<file path="config.mk">
export PLATFORM = sky130hd
export DESIGN_NAME = irq_prio_arb
export DESIGN_NICKNAME = d
export VERILOG_FILES = /design/src/rtl/irq_arb_pkg.sv /design/src/rtl/irq_prio_regs.sv /design/src/rtl/irq_arb_tree.sv /design/src/rtl/irq_prio_arb.sv
export SDC_FILE = /design/constraint.sdc
export NUM_CORES = 1
export LEC_CHECK = 0
export ABC_AREA = 1
export BUFFER_PORTS_ARGS = -buffer_cell sky130_fd_sc_hd__buf_2
export CORE_UTILIZATION = 33
export DETAILED_ROUTE_END_ITERATION = 8
export GPL_ROUTABILITY_DRIVEN = 0
export PLACE_DENSITY_LB_ADDON = 0.3
export SLEW_MARGIN = 30
export SYNTH_ARGS = -nofsm -noshare
export SYNTH_HDL_FRONTEND = slang
export SYNTH_HIERARCHICAL = 1
export SYNTH_SLANG_ARGS = --single-unit
</file>
<file path="constraint.sdc">
create_clock -name clk -period 21.1 [get_ports clk]
set_input_delay 2.11 -clock clk [delete_from_list [all_inputs] [get_ports clk]]
set_output_delay 2.11 -clock clk [all_outputs]
set_load 0.01 [all_outputs]
</file>
<file path="src/rtl/irq_arb_pkg.sv">
package irq_arb_pkg;
  localparam int LVL_W = 4;
  localparam int REG_W = 8;
  typedef logic [LVL_W-1:0] lvl_t;
  typedef logic [REG_W-1:0] reg_t;
endpackage

</file>
<file path="src/rtl/irq_prio_regs.sv">
module irq_prio_regs
  import irq_arb_pkg::*;
#(
  parameter int N      = 32,
  parameter int VEC_W  = $clog2(N),
  parameter int ADDR_W = $clog2(N + 1)
) (
  input  logic               clk,
  input  logic               rst,
  input  logic               reg_wr,
  input  logic [ADDR_W-1:0]  reg_addr,
  input  reg_t               reg_wdata,
  input  logic [N-1:0]       en,
  output logic [N*LVL_W-1:0] prio_flat,
  output logic               fast_en,
  output logic [VEC_W-1:0]   fast_vec,
  output reg_t               reg_rdata,
  output logic               cfg_err
);
  localparam logic [ADDR_W-1:0] FAST_ADDR = ADDR_W'(N);

  lvl_t prio_q [N];
  logic hit_prio;
  logic [VEC_W-1:0] idx;
  reg_t fast_byte;

  assign idx      = reg_addr[VEC_W-1:0];
  assign hit_prio = reg_addr < FAST_ADDR;

  for (genvar i = 0; i < N; i++) begin : g_prio
    always_ff @(posedge clk) begin
      if (rst) prio_q[i] <= '0;
      else if (reg_wr && reg_addr == ADDR_W'(i)) prio_q[i] <= reg_wdata[LVL_W-1:0];
    end
    assign prio_flat[i*LVL_W +: LVL_W] = prio_q[i];
  end

  always_ff @(posedge clk) begin
    if (rst) begin
      fast_en  <= 1'b0;
      fast_vec <= '0;
    end else if (reg_wr && reg_addr == FAST_ADDR) begin
      fast_en  <= reg_wdata[REG_W-1];
      fast_vec <= reg_wdata[VEC_W-1:0];
    end
  end

  always_comb begin
    fast_byte = '0;
    fast_byte[REG_W-1] = fast_en;
    fast_byte[VEC_W-1:0] = fast_vec;
  end

  always_ff @(posedge clk) begin
    if (rst) reg_rdata <= '0;
    else if (hit_prio) reg_rdata <= {{(REG_W-LVL_W){1'b0}}, prio_q[idx]};
    else if (reg_addr == FAST_ADDR) reg_rdata <= fast_byte;
    else reg_rdata <= '0;
  end

  always_ff @(posedge clk) begin
    if (rst) cfg_err <= 1'b0;
    else if (reg_wr && hit_prio && en[idx]) cfg_err <= 1'b1;
  end
endmodule

</file>
<file path="src/rtl/irq_arb_tree.sv">
module irq_arb_tree
  import irq_arb_pkg::*;
#(
  parameter int N     = 32,
  parameter int VEC_W = $clog2(N)
) (
  input  logic [N-1:0]       req,
  input  logic [N*LVL_W-1:0] prio_flat,
  output logic               win_valid,
  output logic [VEC_W-1:0]   win_vec,
  output lvl_t               win_lvl
);
  localparam int P     = 1 << VEC_W;
  localparam int NODES = 2 * P - 1;

  logic             nv [NODES];
  lvl_t             nl [NODES];
  logic [VEC_W-1:0] nx [NODES];

  for (genvar i = 0; i < P; i++) begin : g_leaf
    if (i < N) begin : g_real
      assign nv[P-1+i] = req[i];
      assign nl[P-1+i] = prio_flat[i*LVL_W +: LVL_W];
      assign nx[P-1+i] = VEC_W'(i);
    end else begin : g_pad
      assign nv[P-1+i] = 1'b0;
      assign nl[P-1+i] = '0;
      assign nx[P-1+i] = '0;
    end
  end

  // left child always covers lower vectors; it keeps ties
  for (genvar k = 0; k < P - 1; k++) begin : g_node
    logic take_r;
    assign take_r = nv[2*k+2] && (!nv[2*k+1] || (nl[2*k+2] > nl[2*k+1]));
    assign nv[k]  = nv[2*k+1] | nv[2*k+2];
    assign nl[k]  = take_r ? nl[2*k+2] : nl[2*k+1];
    assign nx[k]  = take_r ? nx[2*k+2] : nx[2*k+1];
  end

  assign win_valid = nv[0];
  assign win_vec   = nv[0] ? nx[0] : '0;
  assign win_lvl   = nv[0] ? nl[0] : '0;
endmodule

</file>
<file path="src/rtl/irq_prio_arb.sv">
module irq_prio_arb
  import irq_arb_pkg::*;
#(
  parameter int N      = 32,
  parameter int VEC_W  = $clog2(N),
  parameter int ADDR_W = $clog2(N + 1)
) (
  input  logic              clk,
  input  logic              rst,
  input  logic [N-1:0]      pend,
  input  logic [N-1:0]      en,
  input  logic [3:0]        cpu_lvl,
  input  logic              reg_wr,
  input  logic [ADDR_W-1:0] reg_addr,
  input  logic [7:0]        reg_wdata,
  output logic [7:0]        reg_rdata,
  output logic              irq_valid,
  output logic [VEC_W-1:0]  irq_vec,
  output logic [3:0]        irq_lvl,
  output logic              irq_fast,
  output logic [N-1:0]      xfer_req,
  output logic              cfg_err
);
  localparam bit FULL = (N == (1 << VEC_W));

  logic [N*LVL_W-1:0] prio_flat;
  logic               fast_en;
  logic [VEC_W-1:0]   fast_vec;
  logic [N-1:0]       live;
  logic [N-1:0]       norm_req;
  logic               win_valid;
  logic [VEC_W-1:0]   win_vec;
  lvl_t               win_lvl;
  logic               fvec_ok;
  logic               fast_hit;
  lvl_t               fast_lvl;

  irq_prio_regs #(.N(N), .VEC_W(VEC_W), .ADDR_W(ADDR_W)) u_regs (
    .clk(clk), .rst(rst), .reg_wr(reg_wr), .reg_addr(reg_addr),
    .reg_wdata(reg_wdata), .en(en), .prio_flat(prio_flat),
    .fast_en(fast_en), .fast_vec(fast_vec), .reg_rdata(reg_rdata),
    .cfg_err(cfg_err)
  );

  assign live = pend & en;

  for (genvar i = 0; i < N; i++) begin : g_elig
    lvl_t p;
    assign p = prio_flat[i*LVL_W +: LVL_W];
    assign norm_req[i] = live[i] && (p != '0) && (p > cpu_lvl);
  end

  irq_arb_tree #(.N(N), .VEC_W(VEC_W)) u_tree (
    .req(norm_req), .prio_flat(prio_flat),
    .win_valid(win_valid), .win_vec(win_vec), .win_lvl(win_lvl)
  );

  if (FULL) begin : g_fv_full
    assign fvec_ok = 1'b1;
  end else begin : g_fv_part
    assign fvec_ok = int'(fast_vec) < N;
  end

  assign fast_hit = fast_en && fvec_ok && live[fast_vec];
  assign fast_lvl = fvec_ok ? prio_flat[fast_vec*LVL_W +: LVL_W] : '0;

  always_ff @(posedge clk) begin
    if (rst) begin
      irq_valid <= 1'b0;
      irq_vec   <= '0;
      irq_lvl   <= '0;
      irq_fast  <= 1'b0;
      xfer_req  <= '0;
    end else begin
      xfer_req <= live;
      if (fast_hit) begin
        irq_valid <= 1'b1;
        irq_vec   <= fast_vec;
        irq_lvl   <= fast_lvl;
        irq_fast  <= 1'b1;
      end else begin
        irq_valid <= win_valid;
        irq_vec   <= win_vec;
        irq_lvl   <= win_lvl;
        irq_fast  <= 1'b0;
      end
    end
  end
endmodule

</file>
==> After elaboration in Yosys (flattened, before gate mapping) <==
Memories as Yosys holds them, arrays and structs flattened.
Cells that the tools add are included.
{ "word_totals": {"ff_bits": 58, "ram_bits": 128, "inputBits": 85, "output_inout_bits": 52, "elab_cells": 608, "n_memories": 1} }
{ "memory_table": {"columns": ["memory", "depth", "width", "rd", "rd_ports_with_merged_regs", "write_ports", "line_no", "source"], "rows": [
  ["u_regs.prio_q", 32, 4, 33, 0, 32, "irq_prio_regs.sv:22", "lvl_t prio_q [N];"]
]} }
{ "op_classes": {"magnitude_cmp": 66, "eq_ne": 32, "shift": 1, "muxes": 204, "bitwise": 65, "n_reduce_logical": 228} }
{ "op_table": {"columns": ["op", "n"], "rows": [
  ["2-to-1 mux 4 bit", 69],
  ["greater-than comparator 4 bit", 63],
  ["logical AND 1 bit", 131],
  ["nonzero test 4 bit", 32],
  ["indexed part select 128 x 8 -> 4 bit", 1],
  ["2-to-1 mux 1 bit", 118],
  ["equality test 6 x 5 -> 1 bit, second input constant", 16],
  ["OR 1 bit", 63],
  ["equality test 6 x 4 -> 1 bit, second input constant", 8],
  ["bitwise AND 32 bit", 1],
  ["logical NOT 1 bit", 31],
  ["logical OR 1 bit", 31],
  ["equality test 6 x 3 -> 1 bit, second input constant", 4],
  ["2-to-1 mux 2 bit", 8],
  ["2-to-1 mux 5 bit", 3],
  ["equality test 6 x 2 -> 1 bit, second input constant", 2],
  ["less-than comparator 5 x 6 -> 1 bit, second input constant", 2],
  ["2-to-1 mux 3 bit", 4],
  ["binary-select mux 1 bit (select 5 bit)", 2],
  ["equality test 6 x 1 -> 1 bit, second input constant", 1],
  ["equality test 6 bit, second input constant", 1],
  ["logical NOT 6 bit", 1],
  ["less-than comparator 6 bit, second input constant", 1],
  ["OR reduction 3 bit", 1],
  ["other kinds (2)", 2]
]} }

==> Longest topological paths before layout <==
Gate-level depths: netlist of the first run.
An unclocked memory read counts as a cell.
{ "logic_depth": {"depth_word": 26, "mapped_depth": 63, "ltp_nobuf": 63} }

==> Cells and area by module <==
Netlist of the first run, hierarchy kept.
{ "by_module_without_submodules": {"columns": ["module", "n_inst", "cells_each", "area_each_um2"], "rows": [
  ["irq_prio_regs", 1, 906, 7310.8],
  ["irq_prio_arb", 1, 940, 6040.8],
  ["irq_arb_tree", 1, 971, 5300.1]
]} }

==> Worst setup path after synthesis of the first run <==
No wires, ideal clock.
{ "synth_path": {"path_type": "input to register", "from": "input port cpu_lvl[3]", "to": "register irq_vec[0]", "t_arrival_ps": 9720, "required_ps": 20987, "setup_slack_ps": 11267, "stages": 52, "path_buffers": 1, "path_cell_list": "inv_1 ha_1 nand2_1 nor2_1 a2111oi_0 nand2_1 o21ai_0 ha_1 nor3b_2 a31oi_1 nand2_1 nand2_1 o21ai_2 nand2_2 nand2_1 and2_1 ha_1 nand2_1 [... 16 more ...] inv_1 nand3_1 and2_1 ha_1 inv_1 nor2_1 o211ai_1 nand2_1 nand2_1 a21oi_2 inv_1 a21oi_1 nand2_1 a21boi_1 inv_1 nand2_1 nand2_1 nor2_1"} }
{ "synth_between": {"elab_cells_between_ends": 266, "classes_between": "order compare: 47; mux: 63; bitwise: 31; reduce/logical: 125"} }
{ "synth_rtl": {"columns": ["element", "line_no", "source"], "rows": [
  ["start, declared", "irq_prio_arb.sv:12", "input logic [3:0] cpu_lvl,"],
  ["greater-than comparator 4 bit (*)", "irq_prio_arb.sv:50", "assign norm_req[i] = live[i] && (p != '0) && (p > cpu_lvl);"],
  ["logical AND 1 bit (*)", "irq_prio_arb.sv:50", null],
  ["net norm_req[9]", "irq_prio_arb.sv:30", "logic [N-1:0] norm_req;"],
  ["logical AND 1 bit", "irq_arb_tree.sv:35", "assign take_r = nv[2*k+2] && (!nv[2*k+1] || (nl[2*k+2] > nl[2*k+1]));"],
  ["2-to-1 mux 4 bit", "irq_arb_tree.sv:37", "assign nl[k] = take_r ? nl[2*k+2] : nl[2*k+1];"],
  ["greater-than comparator 4 bit", "irq_arb_tree.sv:35", null],
  ["logical OR 1 bit", "irq_arb_tree.sv:35", null],
  ["logical AND 1 bit", "irq_arb_tree.sv:35", null],
  ["[... 8 more ...]", null, null],
  ["2-to-1 mux 4 bit", "irq_arb_tree.sv:37", null],
  ["greater-than comparator 4 bit", "irq_arb_tree.sv:35", null],
  ["logical OR 1 bit", "irq_arb_tree.sv:35", null],
  ["logical AND 1 bit", "irq_arb_tree.sv:35", null],
  ["2-to-1 mux 5 bit", "irq_arb_tree.sv:38", "assign nx[k] = take_r ? nx[2*k+2] : nx[2*k+1];"],
  ["2-to-1 mux 5 bit (*)", "irq_arb_tree.sv:42", "assign win_vec = nv[0] ? nx[0] : '0;"],
  ["net win_vec[0]", "irq_prio_arb.sv:32", "logic [VEC_W-1:0] win_vec;"],
  ["2-to-1 mux 5 bit (*)", "irq_prio_arb.sv:76", "if (fast_hit) begin"],
  ["end signal, assigned", "irq_prio_arb.sv:78", "irq_vec <= fast_vec;"],
  ["end signal, assigned", "irq_prio_arb.sv:83", "irq_vec <= win_vec;"],
  ["end, declared", "irq_prio_arb.sv:18", "output logic [VEC_W-1:0] irq_vec,"]
]} }
Mark *: on every way through the listed nets, which the timed path passes. The rest lies on a longest branch.
A chain may end at the register's enable or synchronous reset.

==> Final worst setup path of the first run <==
Same ends and word-level chain as after synthesis.

==> results of run 1 <==
[where the power goes]
group	internal, mW	switching (mW)	total (mW)
clock network	0.160	0.168	0.328
logic	0.172	0.326	0.497
registers	0.410	0.0281	0.438
[Yosys cell counts (20+ instances only)]
cell type | number | area, µm²
nand2_1 | 849 | 3190
buf_2 | 24 | 120
o211ai_1 | 36 | 270
nor2_1 | 426 | 1600
nand2_2 | 20 | 125
a21oi_1 | 77 | 385
nor4_1 | 43 | 269
inv_1 | 281 | 1050
a211oi_1 | 28 | 210
edfxtp_1 | 128 | 3840
clkbuf_1 | 37 | 139
ha_1 | 243 | 3040
dfxtp_1 | 56 | 1120
o21ai_0 | 173 | 866
nand3_1 | 215 | 1080
[cell type report]
class                      instances  area [µm²]
timing repair buffer             149         791
sequential                       184        4970
inverter                         291        1090
tap                              748         936
clock inverter                    13         130
clock buffer                      19         443
fill                            6137       35100
multi-input combinational       2247       12000
[worst max-delay path, delay by kind of cell]
family / cells / cell delay [ps]
compound gates: 17 / 3750
simple gates: 21 / 2280
buf+inv: 11 / 1870
fa+ha+maj: 5 / 1520
[cell usage in the layout (no fill, tap or decap), drive strengths merged, types with 3 or more instances in the layout]
master	instances
nand3	216
dfxtp	56
nand2	877
nor3	6
nor4	43
clkinv	9
a21boi	4
a221oi	3
a31oi	4
o21ai	187
nand4	15
o211ai	36
clkbuf	19
o21bai	17
a21oi	78
edfxtp	128
a2111oi	17
and2	13
or2	14
nor2	437
ha	243
buf	149
a211oi	28
inv	295
[cell families after synthesis]
| logic type | Yosys count | share of synthesized area |
|---|---|---|
| buf+inv | 387 | 0.0896 |
| flops | 184 | 0.266 |
| simple gates | 1624 | 0.363 |
| compound gates | 378 | 0.118 |
| fa+ha+maj | 243 | 0.163 |
| other cells | 1 | 0.000201 |
[flip-flops by register name (all words and copies together), names as in the netlist]
| name | cells |
|---|---|
| u_regs/cfg_err | 1 |
| irq_fast | 1 |
| u_regs/fast_vec | 5 |
| irq_valid | 1 |
| u_regs/prio_q | 128 |
| u_regs/fast_en | 1 |
| xfer_req | 32 |
| u_regs/reg_rdata | 6 |
| irq_lvl | 4 |
| irq_vec | 5 |
[layer usage]
metal,up-vias,global-route usage,part of all wire
met3,93,0.0383,0.072
met2,684,0.368,0.44
met4,4,0.0820,0.027
met1,8642,0.325,0.46
met5,-,0,0.00029
li1,9476,-,-
[worst paths after layout]
kind | to | slack (ps) | cells past startpoint
max reg2reg | irq_vec[0]$_SDFF_PP0_ | 11750 | 54
max | irq_vec[0]$_SDFF_PP0_ | 9920 | 54
min | u_regs/cfg_err$_SDFFE_PP0P_ | 650 | 4
min reg2reg | u_regs/cfg_err$_SDFFE_PP0P_ | 650 | 4
==> run_results.csv, run 1 <==
group,metric,value,unit
status,status,"finished clean",
route,ant_nets,0,
power_and_ir_drop,ir_drop,0.0781,mV
final_layout,drive_gt1_frac,0.0875,
worst_setup_path,critPathMaxStageDelay,810,ps
cts,clock-sinks,184,
sta,fmax,89.5,MHz
placed_design,dpl.hpwl,47600,µm
final_layout,fin_cells,3651,
global_route,grt_use_total,0.235,
worst_setup_path,slowest_stage,"a2111oi_1",
sta,hold-worst-slack,649,ps
cts,cts_resized,0,
sta,setup-tns-final,0,ps
power_and_ir_drop,power,1.26,mW
worst_setup_path,startpoint_type,"primary input",
sta,slew_violations,0,
synth,yosysSeqAreaShare,0.266,
final_layout,final_util,0.367,
die,row_count,86,
route,wl_per_cell,18.2,µm
global_route,grt_pass1_wl,101000,µm
final_layout,stdcell_area,20400,µm²
die,die_w,240,µm
worst_setup_path,worstPathArrival,11580,ps
global_route,globalRouteOverflowTotal,0,
synth,async_flop_share,0,
sta,hold_viol,0,
power_and_ir_drop,power_density,61.9,nW/µm²
synth,synthFlopType,"edfxtp_1",
power_and_ir_drop,p_leak,10.4,nW
sta,timing.final.ws_setup,9920,ps
placed_design,dp.cells,3619,
synth,avgSynthCellArea,6.62,µm²
cts,path_clk_slew,80,ps
placed_design,postPlaceCellArea,19800,µm²
die,ios,137,
synth,ys_ff_latch,184,
sta,slew_headroom,0.336,
die,start_util,0.336,
run,maxCapViolations,0,
worst_setup_path,crit_top_cell,"nand2_1",
die,die_h,240,µm
cts,hold_buffers,0,
worst_setup_path,timing.rr.start,"u_regs/prio_q[13][1]$_SDFFCE_PN0P_",
final_layout,synthToLayoutAreaGrowth,9.38,%
worst_setup_path,critical_path_required,21500,ps
die,core_area,55500,µm²
synth,synth-edff-count,128,
sta,rsz0062_at_grt,"no",
sta,clock_skew,19.1,ps
sta,worstMarginPinSlew,992,ps
die,die_area,57500,µm²
route,drc,0,
global_route,antenna_found_initial,2,
synth,yosysWarnings,6,
synth,synthDistinctLibCells,46,
synth,syn_inst,2817,
sta,setup_viol,0,
cts,clk_latency,510,ps
route,viasPerCell,5.18,
final_layout,n_antenna_cell,0,
worst_setup_path,path_class,"in -> reg",
sta,post-route-min-period,11180,ps
min_path,worstHoldStart,"u_regs/cfg_err$_SDFFE_PP0P_",
cts,cts_setup_buffers,0,
global_route,grt_max_degree,49,
worst_setup_path,cp-end-kind,"flip-flop",
sta,fin_crit_sh,0.530,
route,wl,66600,µm
cts,htree_levels,4,
cts,cts_buffers,17,
worst_setup_path,cp-startpoint,"cpu_lvl[3]",
cts,cts_buffer_depth,2,
min_path,min_path_type,"reg -> reg",
final_layout,nets,3218,
route,firstDrtPassIters,6,
route,vias,18900,
worst_setup_path,critPathMaxFanout,32,
synth,synthesis.area,18700,µm²
global_route,grt_pass1_vias,17100,
route,drt_iter0_markers,1785,
placed_design,post-place-ws,9650,ps
placed_design,portBuffers,132,
cts,cts_root_buf,"clkbuf_16",
cts,cts_tree,"built",
Note: power is estimated with default switching activity, not from simulation.
==> inputs of run 2 (changes only) <==
==> constraint.sdc (replaced) <==
create_clock -name clk -period 11.31 [get_ports clk]
set_input_delay 1.131 -clock clk [delete_from_list [all_inputs] [get_ports clk]]
set_output_delay 1.131 -clock clk [all_outputs]
set_load 0.01 [all_outputs]
==> run_results.csv, run 2 (synthesized netlist as in run 1, its figures left out) <==
group,metric,value,unit
cts,hold_buffers,0,
cts,clock-sinks,184,
final_layout,largest-register,"u_regs/prio_q",
worst_setup_path,critPathMaxStageDelay,740,ps
cts,cts_buffers,17,
final_layout,synthToLayoutAreaGrowth,9.59,%
global_route,antenna_found_initial,0,
worst_setup_path,crit_top_cell,"nand2_1",
die,ios,137,
route,vias,18900,
die,row_count,86,
final_layout,reg_top3,"u_regs/prio_q: 128 flops, xfer_req: 32 flops, u_regs/reg_rdata: 6 flops",
power_and_ir_drop,p_leak,10.4,nW
sta,slew_headroom,0.306,
worst_setup_path,critical_path_required,11710,ps
final_layout,layout_common_cells,"nand2_1, nor2_1, inv_1",
route,ant_nets,0,
placed_design,portBuffers,132,
min_path,min_path_type,"reg -> reg",
route,wl,66800,µm
cts,cts_root_buf,"clkbuf_16",
final_layout,largest_reg_flops,128,
sta,setup-tns-final,0,ps
die,core_area,55500,µm²
worst_setup_path,critPathMaxFanout,22,
sta,hold_viol,0,
sta,worstMarginPinSlew,1040,ps
final_layout,final_common_cell,"nand2_1",
cts,htree_levels,4,
placed_design,dp.cells,3629,
cts,cts_buffer_depth,2,
status,status,"finished clean",
cts,path_clk_slew,70,ps
cts,cts_resized,0,
worst_setup_path,path_class,"in -> reg",
route,firstDrtPassIters,6,
die,die_w,240,µm
placed_design,dpl.hpwl,48600,µm
sta,slew_violations,0,
sta,fmax,104,MHz
power_and_ir_drop,power,2.36,mW
route,wl_per_cell,18.3,µm
global_route,grt_max_degree,77,
run,maxCapViolations,0,
worst_setup_path,reg2regPathDepth,51,
global_route,grt_pass1_vias,17400,
die,die_area,57500,µm²
final_layout,drive_gt1_frac,0.0893,
worst_setup_path,worstPathArrival,10000,ps
sta,setup_viol,0,
worst_setup_path,cp-startpoint,"cpu_lvl[3]",
route,drt_iter0_markers,2008,
sta,clock_skew,13.9,ps
cts,cts_tree,"built",
die,start_util,0.336,
route,viasPerCell,5.17,
global_route,grt_pass1_wl,102000,µm
global_route,globalRouteOverflowTotal,0,
power_and_ir_drop,ir_drop,0.154,mV
min_path,worstHoldStart,"u_regs/fast_en$_SDFFE_PP0P_",
power_and_ir_drop,power_density,115,nW/µm²
global_route,grt_use_total,0.236,
worst_setup_path,startpoint_type,"primary input",
sta,post-route-min-period,9600,ps
die,die_h,240,µm
worst_setup_path,cp-end-kind,"flip-flop",
route,drc,0,
cts,cts_setup_buffers,0,
sta,rsz0062_at_grt,"no",
cts,clk_latency,500,ps
min_path,holdPathStages,2,
final_layout,fin_cells,3661,
sta,fin_crit_sh,0.849,
final_layout,nets,3228,
worst_setup_path,slowest_stage,"a2111oi_0",
final_layout,n_antenna_cell,0,
worst_setup_path,timing.rr.start,"u_regs/prio_q[9][1]$_SDFFCE_PN0P_",
-- run 2: cell count changes in the layout (fill, tap and decap cells not counted), moves of 2 or more --
cell / previous run / this run
buf_4: 18 / 28
a2111oi_0: 8 / 14
a2111oi_1: 9 / 3
inv_8: 5 / 0
clkinvlp_4: 0 / 3
clkbuf_1: 1 / 3
clkinv_4: 3 / 1
inv_2: 13 / 11
inv_4: 0 / 2
-- run 2: worst max-delay path: cells and delay by family --
kind | cells | cell delay (ps)
buffers and inverters | 11 | 2010
and+or+nand+nor | 24 | 2570
adders and majority gates | 5 | 1470
AOI/OAI and AO/OA | 14 | 2790
-- run 2: final cells by class --
cell class	instances	area, µm²
clock buffers	20	437
clock inverters	12	114
fillers	6134	35100
inverters	291	1090
multi-input cells	2247	12000
flip-flops and latches	184	4970
well taps	748	936
repair buffers	159	866
-- run 2: stage by stage --
step                utilization  worst slack [ps]  hold slack, ps  instance area (µm²)
detailed placement        0.358              1360             619                19900
CTS                       0.368              1900             637                20400
global route              0.368               977             693                20400
global placement          0.358              1420             609                19900
floorplan                     -              2460             477                18700
finish                    0.368              1710             653                20400
-- run 2: power by group --
group / switching (mW) / leakage, nW / internal [mW] / total [mW]
Clock: 0.295 / 0.263 / 0.305 / 0.600
Sequential: 0.0527 / 1.68 / 0.764 / 0.817
Combinational: 0.615 / 8.45 / 0.328 / 0.942
Total: 0.962 / 10.4 / 1.40 / 2.36
-- run 2: worst paths after layout --
path | endpoint | slack (ps)
setup / recovery | irq_vec[2]$_SDFF_PP0_ | 1710
hold / removal | u_regs/reg_rdata[7]$_SDFF_PP0_ | 650
setup reg to reg | irq_vec[2]$_SDFF_PP0_ | 2640
hold reg to reg | u_regs/reg_rdata[7]$_SDFF_PP0_ | 650
-- run 2: routing by layer --
layer / track usage / wire, µm
met3: 0.0467 / 5250
met5: 0 / 0
met4: 0.0732 / 1520
met2: 0.374 / 29900
met1: 0.321 / 30200
